==> config.mk <==
export PLATFORM = sky130hd
export DESIGN_NAME = sld_monitor
export DESIGN_NICKNAME = d
export VERILOG_FILES = /design/src/rtl/sld_pkg.sv /design/src/rtl/sld_label_classify.sv /design/src/rtl/sld_persist_filter.sv /design/src/rtl/sld_irq_bank.sv /design/src/rtl/sld_monitor.sv
export SDC_FILE = /design/constraint.sdc
export NUM_CORES = 1
export LEC_CHECK = 0
export ABC_AREA = 1
export BUFFER_PORTS_ARGS = -buffer_cell sky130_fd_sc_hd__buf_2
export CAP_MARGIN = 20
export CORE_AREA = 2 2 43 45
export DETAILED_ROUTE_END_ITERATION = 10
export DIE_AREA = 0 0 45 47
export GPL_TIMING_DRIVEN = 0
export PLACE_DENSITY = 0.75
export SLEW_MARGIN = 20
export SYNTH_ARGS = -nofsm -noshare
export SYNTH_HDL_FRONTEND = slang
export SYNTH_HIERARCHICAL = 1
export SYNTH_SLANG_ARGS = --single-unit
export TNS_END_PERCENT = 30
==> constraint.sdc <==
create_clock -name clk -period 3.8 [get_ports clk]
set_clock_uncertainty 0.05 [all_clocks]
set_input_delay 0.76 -clock clk [delete_from_list [all_inputs] [get_ports clk]]
set_output_delay 0.76 -clock clk [all_outputs]
set_load 0.1 [all_outputs]
==> src/rtl/sld_pkg.sv <==
// Package: shared types and constants for the signal label defect monitor.
// Assumes labels are compared as plain unsigned bytes.
package sld_pkg;
    // Bit positions of the interrupt sources in status, mask and clear vectors.
    localparam int unsigned IRQ_UNEQ = 0;
    localparam int unsigned IRQ_SLM  = 1;
    localparam int unsigned IRQ_NUM  = 2;

    // Per-frame classification result.
    typedef struct packed {
        logic zero;
        logic mismatch;
    } label_class_t;
endpackage

==> src/rtl/sld_label_classify.sv <==
// Module: per-frame label classifier.
// Flags a zero label and a mismatch label (nonzero, not expected, not the
// equipped-non-specific code). Pure combinational; assumes inputs are stable
// while the frame strobe is high.
module sld_label_classify
    import sld_pkg::*;
#(
    parameter int unsigned LABEL_W    = 8,
    parameter logic [LABEL_W-1:0] EQUIP_CODE = LABEL_W'(1)
) (
    input  logic [LABEL_W-1:0] label,
    input  logic [LABEL_W-1:0] expected,
    output label_class_t       cls
);
    localparam logic [LABEL_W-1:0] ZERO_LABEL = '0;

    // Classify the label; a zero label is never a mismatch.
    always_comb begin
        cls.zero     = (label == ZERO_LABEL);
        cls.mismatch = (label != ZERO_LABEL) &&
                       (label != expected)   &&
                       (label != EQUIP_CODE);
    end

    // a zero label is never reported as a mismatch.
    always_comb begin
        a_r4_zero_not_mismatch: assert (!(cls.zero && cls.mismatch))
            else $error("zero label classified as mismatch");
    end
endmodule

==> src/rtl/sld_persist_filter.sv <==
// Module: persistence filter for one defect.
// The state flips only after N_FRAMES consecutive strobed frames whose
// condition differs from the current state. A strobed frame that agrees
// with the state restarts the count. Assumes one strobe per frame.
module sld_persist_filter #(
    parameter int unsigned N_FRAMES = 5
) (
    input  logic clk,
    input  logic rst_n,
    input  logic strobe,
    input  logic cond,
    output logic state,
    output logic enter
);
    localparam int unsigned CNT_W = $clog2(N_FRAMES + 1);
    localparam logic [CNT_W-1:0] LAST = CNT_W'(N_FRAMES - 1);

    logic             state_q;
    logic [CNT_W-1:0] cnt_q;
    logic             differs;
    logic             hit;

    // Decide whether this frame extends the run and whether it completes it.
    always_comb begin
        differs = strobe && (cond != state_q);
        hit     = differs && (cnt_q == LAST);
    end

    // Update the run count and flip the state when the run completes.
    always_ff @(posedge clk) begin
        if (!rst_n) begin
            state_q <= 1'b0;
            cnt_q   <= '0;
        end else if (strobe) begin
            if (hit) begin
                state_q <= cond;
                cnt_q   <= '0;
            end else if (differs) begin
                cnt_q   <= cnt_q + 1'b1;
            end else begin
                cnt_q   <= '0;
            end
        end
    end

    assign state = state_q;
    assign enter = hit && cond;

    // without a strobe the state and count hold.
    a_r7_hold_idle: assert property (@(posedge clk) disable iff (!rst_n)
        !strobe |=> ($stable(state_q) && $stable(cnt_q)))
        else $error("filter moved without strobe");

    // the run count never reaches the persistence length.
    a_r6_count_bound: assert property (@(posedge clk) disable iff (!rst_n)
        cnt_q < CNT_W'(N_FRAMES))
        else $error("run count out of range");

    // a strobed frame that agrees with the state leaves the count at zero.
    a_r6_restart: assert property (@(posedge clk) disable iff (!rst_n)
        (strobe && (cond == state_q)) |=> (cnt_q == '0))
        else $error("run count not restarted");
endmodule

==> src/rtl/sld_irq_bank.sv <==
// Module: sticky interrupt request bits with write-1-to-clear and masking.
// Set has priority over a clear on the same edge. Assumes set pulses last
// one cycle.
module sld_irq_bank #(
    parameter int unsigned N_SRC = 2
) (
    input  logic             clk,
    input  logic             rst_n,
    input  logic [N_SRC-1:0] set,
    input  logic [N_SRC-1:0] clr,
    input  logic [N_SRC-1:0] mask,
    output logic [N_SRC-1:0] status,
    output logic             req
);
    logic [N_SRC-1:0] status_q;

    for (genvar i = 0; i < N_SRC; i++) begin : g_bit
        // Hold, set or clear one sticky bit.
        always_ff @(posedge clk) begin
            if (!rst_n) begin
                status_q[i] <= 1'b0;
            end else if (set[i]) begin
                status_q[i] <= 1'b1;
            end else if (clr[i]) begin
                status_q[i] <= 1'b0;
            end
        end

        // a clear without a simultaneous set empties the bit.
        a_r9_clear: assert property (@(posedge clk) disable iff (!rst_n)
            (clr[i] && !set[i]) |=> !status_q[i])
            else $error("status bit not cleared");

        // a set always leaves the bit high.
        a_r9_set_wins: assert property (@(posedge clk) disable iff (!rst_n)
            set[i] |=> status_q[i])
            else $error("status bit not set");
    end

    // Combine the unmasked requests into one output.
    always_comb begin
        req = |(status_q & ~mask);
    end

    assign status = status_q;
endmodule

==> src/rtl/sld_monitor.sv <==
// Module: signal label defect monitor (top).
// Classifies the label of each strobed frame and filters the unequipped and
// mismatch conditions over PERSIST_FRAMES frames. It raises sticky
// interrupt bits on defect entry. Assumes the expected label is stable
// across frames.
module sld_monitor
    import sld_pkg::*;
#(
    parameter int unsigned LABEL_W        = 8,
    parameter int unsigned PERSIST_FRAMES = 5,
    parameter logic [LABEL_W-1:0] EQUIP_CODE = LABEL_W'(1)
) (
    input  logic               clk,
    input  logic               rst_n,
    input  logic               frame_valid,
    input  logic [LABEL_W-1:0] rx_label,
    input  logic [LABEL_W-1:0] exp_label,
    input  logic [1:0]         irq_mask,
    input  logic [1:0]         irq_clr,
    output logic               uneq_defect,
    output logic               slm_defect,
    output logic [1:0]         irq_status,
    output logic               irq_req
);
    label_class_t       cls;
    logic [IRQ_NUM-1:0] enter;

    sld_label_classify #(
        .LABEL_W    (LABEL_W),
        .EQUIP_CODE (EQUIP_CODE)
    ) i_classify (
        .label    (rx_label),
        .expected (exp_label),
        .cls      (cls)
    );

    sld_persist_filter #(
        .N_FRAMES (PERSIST_FRAMES)
    ) i_uneq_filter (
        .clk    (clk),
        .rst_n  (rst_n),
        .strobe (frame_valid),
        .cond   (cls.zero),
        .state  (uneq_defect),
        .enter  (enter[IRQ_UNEQ])
    );

    sld_persist_filter #(
        .N_FRAMES (PERSIST_FRAMES)
    ) i_slm_filter (
        .clk    (clk),
        .rst_n  (rst_n),
        .strobe (frame_valid),
        .cond   (cls.mismatch),
        .state  (slm_defect),
        .enter  (enter[IRQ_SLM])
    );

    sld_irq_bank #(
        .N_SRC (IRQ_NUM)
    ) i_irq (
        .clk    (clk),
        .rst_n  (rst_n),
        .set    (enter),
        .clr    (irq_clr),
        .mask   (irq_mask),
        .status (irq_status),
        .req    (irq_req)
    );

    // the two defects exclude each other.
    a_r4_exclusive: assert property (@(posedge clk) disable iff (!rst_n)
        !(uneq_defect && slm_defect))
        else $error("both defects active");

    // the unequipped status bit rises only together with its defect.
    a_r8_uneq_irq: assert property (@(posedge clk) disable iff (!rst_n)
        $rose(irq_status[IRQ_UNEQ]) |-> $rose(uneq_defect))
        else $error("unequipped irq without defect entry");

    // the mismatch status bit rises only together with its defect.
    a_r8_slm_irq: assert property (@(posedge clk) disable iff (!rst_n)
        $rose(irq_status[IRQ_SLM]) |-> $rose(slm_defect))
        else $error("mismatch irq without defect entry");

    // the mismatch defect only rises after a strobed frame.
    a_r3_slm_on_frame: assert property (@(posedge clk) disable iff (!rst_n)
        $rose(slm_defect) |-> $past(frame_valid))
        else $error("mismatch defect rose without a frame");
endmodule

==> impl_metrics.env <==
export IMPL_combinationalPowerShare_pct=18.2
export IMPL_finalMaxSlewViolations=0
export IMPL_share_of_the_yosys_chip_area_belonging_to_registers_pct=25.1
export IMPL_final_critical_path_setup_slack_ns=1.55
export IMPL_syn_instance_count=142
export IMPL_fp_dieArea_sq_um=2120
export IMPL_tritoncts_clock_tree="yes"
export IMPL_top_layer="met4"
export IMPL_synthesis_nets=169
export IMPL_finalCritPeriodShare_pct=59.3
export IMPL_hpwl_dp_mm=1.30
export IMPL_grt_pass1_wl_mm=2.70
export IMPL_ys_warn_count=6
export IMPL_setup_worst_path_start_class="input pin"
export IMPL_clock_latency_ns=0.26
export IMPL_synth_avg_cell_area_sq_um=5.62
export IMPL_rows=15
export IMPL_vias=894
export IMPL_vdd_drop_max_v=0.000115
export IMPL_worst_ep_arrival_time_ns=1.44
export IMPL_yosysTopAreaCell="dfxtp_1"
export IMPL_p_leak_nw=0.577
export IMPL_power_per_cell_area_nw_per_um2=253
export IMPL_clk_pin_slew_worst_paths_ns=0.07
export IMPL_placed_cells=186
export IMPL_internal_power_w=0.000184
export IMPL_fp_dieW_um=45
export IMPL_syn_cell_area_sq_um=798
export IMPL_fin_area_sq_um=991
export IMPL_h_tree_depth=1
export IMPL_final_cells=190
export IMPL_timing_slew_headroom_pct=54.1
export IMPL_ant_nets=0
export IMPL_synth_simple_gate_area_share_pct=36.4
export IMPL_cts_setup_buffers=0
export IMPL_initial_utilization_pct=48.3
export IMPL_postSynthRegisterBits=10
export IMPL_grt_pass1_vias=784
export IMPL_detailroute_wirelength_met2_um=828
export IMPL_post_route_setup_tns_ns=0
export IMPL_max_freq_ghz=0.444
export IMPL_min_period_ns=2.25
export IMPL_fraction_of_layout_instances_using_a_drive_strength_above_1_pct=26.6
export IMPL_synth_adder_area_share_pct=6.27
export IMPL_cp_slowest_cell="buf_2"
export IMPL_critical_path_max_stage_delay_ns=0.44
export IMPL_route_detailed_wl_per_inst_um=8.50
export IMPL_post_cts_resized_instances=0
export IMPL_kind_of_critical_path="in2out"
export IMPL_drv_cap=0
export IMPL_met3_wirelength_um=93
export IMPL_coreArea_sq_um=1650
export IMPL_power_switching_w=0.0000664
export IMPL_worstMarginPinSlew_ns=0.682
export IMPL_setup_viol=0
export IMPL_drt_vias_per_instance=4.71
export IMPL_critical_path_cell_chain="buf_2, inv_1, nand2_1, o21ai_1, buf_2"
export IMPL_total_power_w=0.000251
export IMPL_power_sequential_fraction_pct=43.2
export IMPL_initial_antenna_violation_count=0
export IMPL_rsz0062_at_grt="no"
export IMPL_netlist_cell_type_count=17
export IMPL_total_cell_area_at_the_placement_stage_sq_um=955
export IMPL_quantity_of_hold_fixing_buffers_added_after_cts=0
export IMPL_status="completed"
export IMPL_drt_pre_antenna_iters=4
export IMPL_post_synth_mux_area_share_pct=0
export IMPL_synth_largest_type_area_fraction_pct=25.1
export IMPL_remaining_drc_errors=0
export IMPL_max_clock_path_buffers=2
export IMPL_grt_use_total_pct=17.5
export IMPL_clock_sinks=10
export IMPL_die_height_um=47
export IMPL_cts_buffers=3
export IMPL_hold_class="reg2reg"
export IMPL_largest_net_degree_at_the_start_of_global_routing=7
export IMPL_diodes=0
export IMPL_final_net_count=201
export IMPL_wl_mm=1.62
export IMPL_final_cell_mix="nand2_1 (46), inv_1 (34), buf_2 (27)"
export IMPL_crit_path_end_kind="output port"
export IMPL_final_common_cell="nand2_1"
export IMPL_detail_route_wirelength_met1_um=672
export IMPL_ioPinCount=28
export IMPL_compound_cell_area_share_of_the_yosys_netlist_pct=12.5
export IMPL_layout_area_growth_over_synthesis_pct=24.1
export IMPL_numPortBuffers=27
export IMPL_dr_first_iter_drc_count=13
export IMPL_synth_xor_area_share_pct=0
export IMPL_top_cells_by_area_in_the_synthesized_netlist="dfxtp_1 (25%), nand2_1 (22%), inv_1 (16%)"
export IMPL_pwr_share_clk_pct=38.7
export IMPL_root_buffer="clkbuf_4"
export IMPL_worst_ep_required_time_ns=2.99
export IMPL_worst_path_max_fanout=1
export IMPL_crit_top_cell="buf_2"
export IMPL_finalHoldViolations=0
export IMPL_fraction_of_power_spent_switching_nets_pct=26.5
export IMPL_largest_family_of_logic_cells_by_synthesized_area="simple AND/OR/NAND/NOR gates"
export IMPL_gp_congestion=0.810
export IMPL_gr_total_overflow=0
export IMPL_worst_case_setup_slack_after_placement_ns=1.54
-- routing by layer --
layer	GRT usage [%]	vias up
met3	1.15	2
met5	0	-
met4	12.4	0
met2	34.0	26
li1	-	482
met1	17.6	384
-- final cells by class --
class	count	area, sq um
multi-input cells	90	440
inverters	42	158
clock buffers	4	36.3
fillers	175	661
repair buffers	27	135
flip-flops and latches	10	200
well taps	17	21.3
-- critical path, delay by kind of cell --
kind	cells	cell delay (ns)
and+or+nand+nor	1	0.04
buffers and inverters	3	0.58
AOI/OAI and AO/OA	1	0.07
-- final timing paths --
kind | depth (start not counted) | start | slack, ns | endpoint
setup / recovery | 5 | irq_mask[1] | 1.55 | irq_req
hold / removal | 2 | i_irq/status[1] | 0.43 | i_irq/status[1]
setup reg to reg | 8 | i_slm_filter/cnt_q[0] | 2.56 | i_irq/status[1]
hold reg to reg | 2 | i_irq/status[1] | 0.43 | i_irq/status[1]
-- through the flow --
stage | hold WS (ns) | util, %
floorplan | 0.410 | -
finish | 0.427 | 60.0
global placement | 0.406 | 57.8
detailed placement | 0.417 | 57.8
CTS | 0.426 | 60.0
global route | 0.435 | 60.0
-- cell families after synthesis --
kind of cell    after synthesis
fa+ha+maj                     4
flops                        10
compound gates               17
buf+inv                      42
simple gates                 69
-- state kept, by name, summed over array words and instances, names as in the netlist --
register and flops:
i_slm_filter/cnt_q 3, i_slm_filter/state 1, i_uneq_filter/cnt_q 3, i_irq/status 2, i_uneq_filter/state 1
-- synthesized netlist by cell type --
master / count
a21oi_1: 10
a21oi_2: 4
clkinv_1: 2
dfxtp_1: 10
ha_1: 4
inv_1: 34
inv_2: 6
nand2_1: 46
nand2_2: 2
nand3_1: 2
nand4_1: 5
nor2_1: 9
nor2_2: 3
nor3_1: 1
nor4_1: 1
o21ai_0: 2
o21ai_1: 1
-- power groups by stage --
stage	clock, W	sequential [W]	combinational, W
after floorplan	0	0.000111	0.0000262
after global placement	0	0.000111	0.0000438
after detailed placement	0	0.000111	0.0000456
after CTS	0.000100	0.000108	0.0000459
after global routing	0.000104	0.000109	0.0000539
final	0.0000969	0.000108	0.0000455
Note: power is estimated with default switching activity, not from simulation.
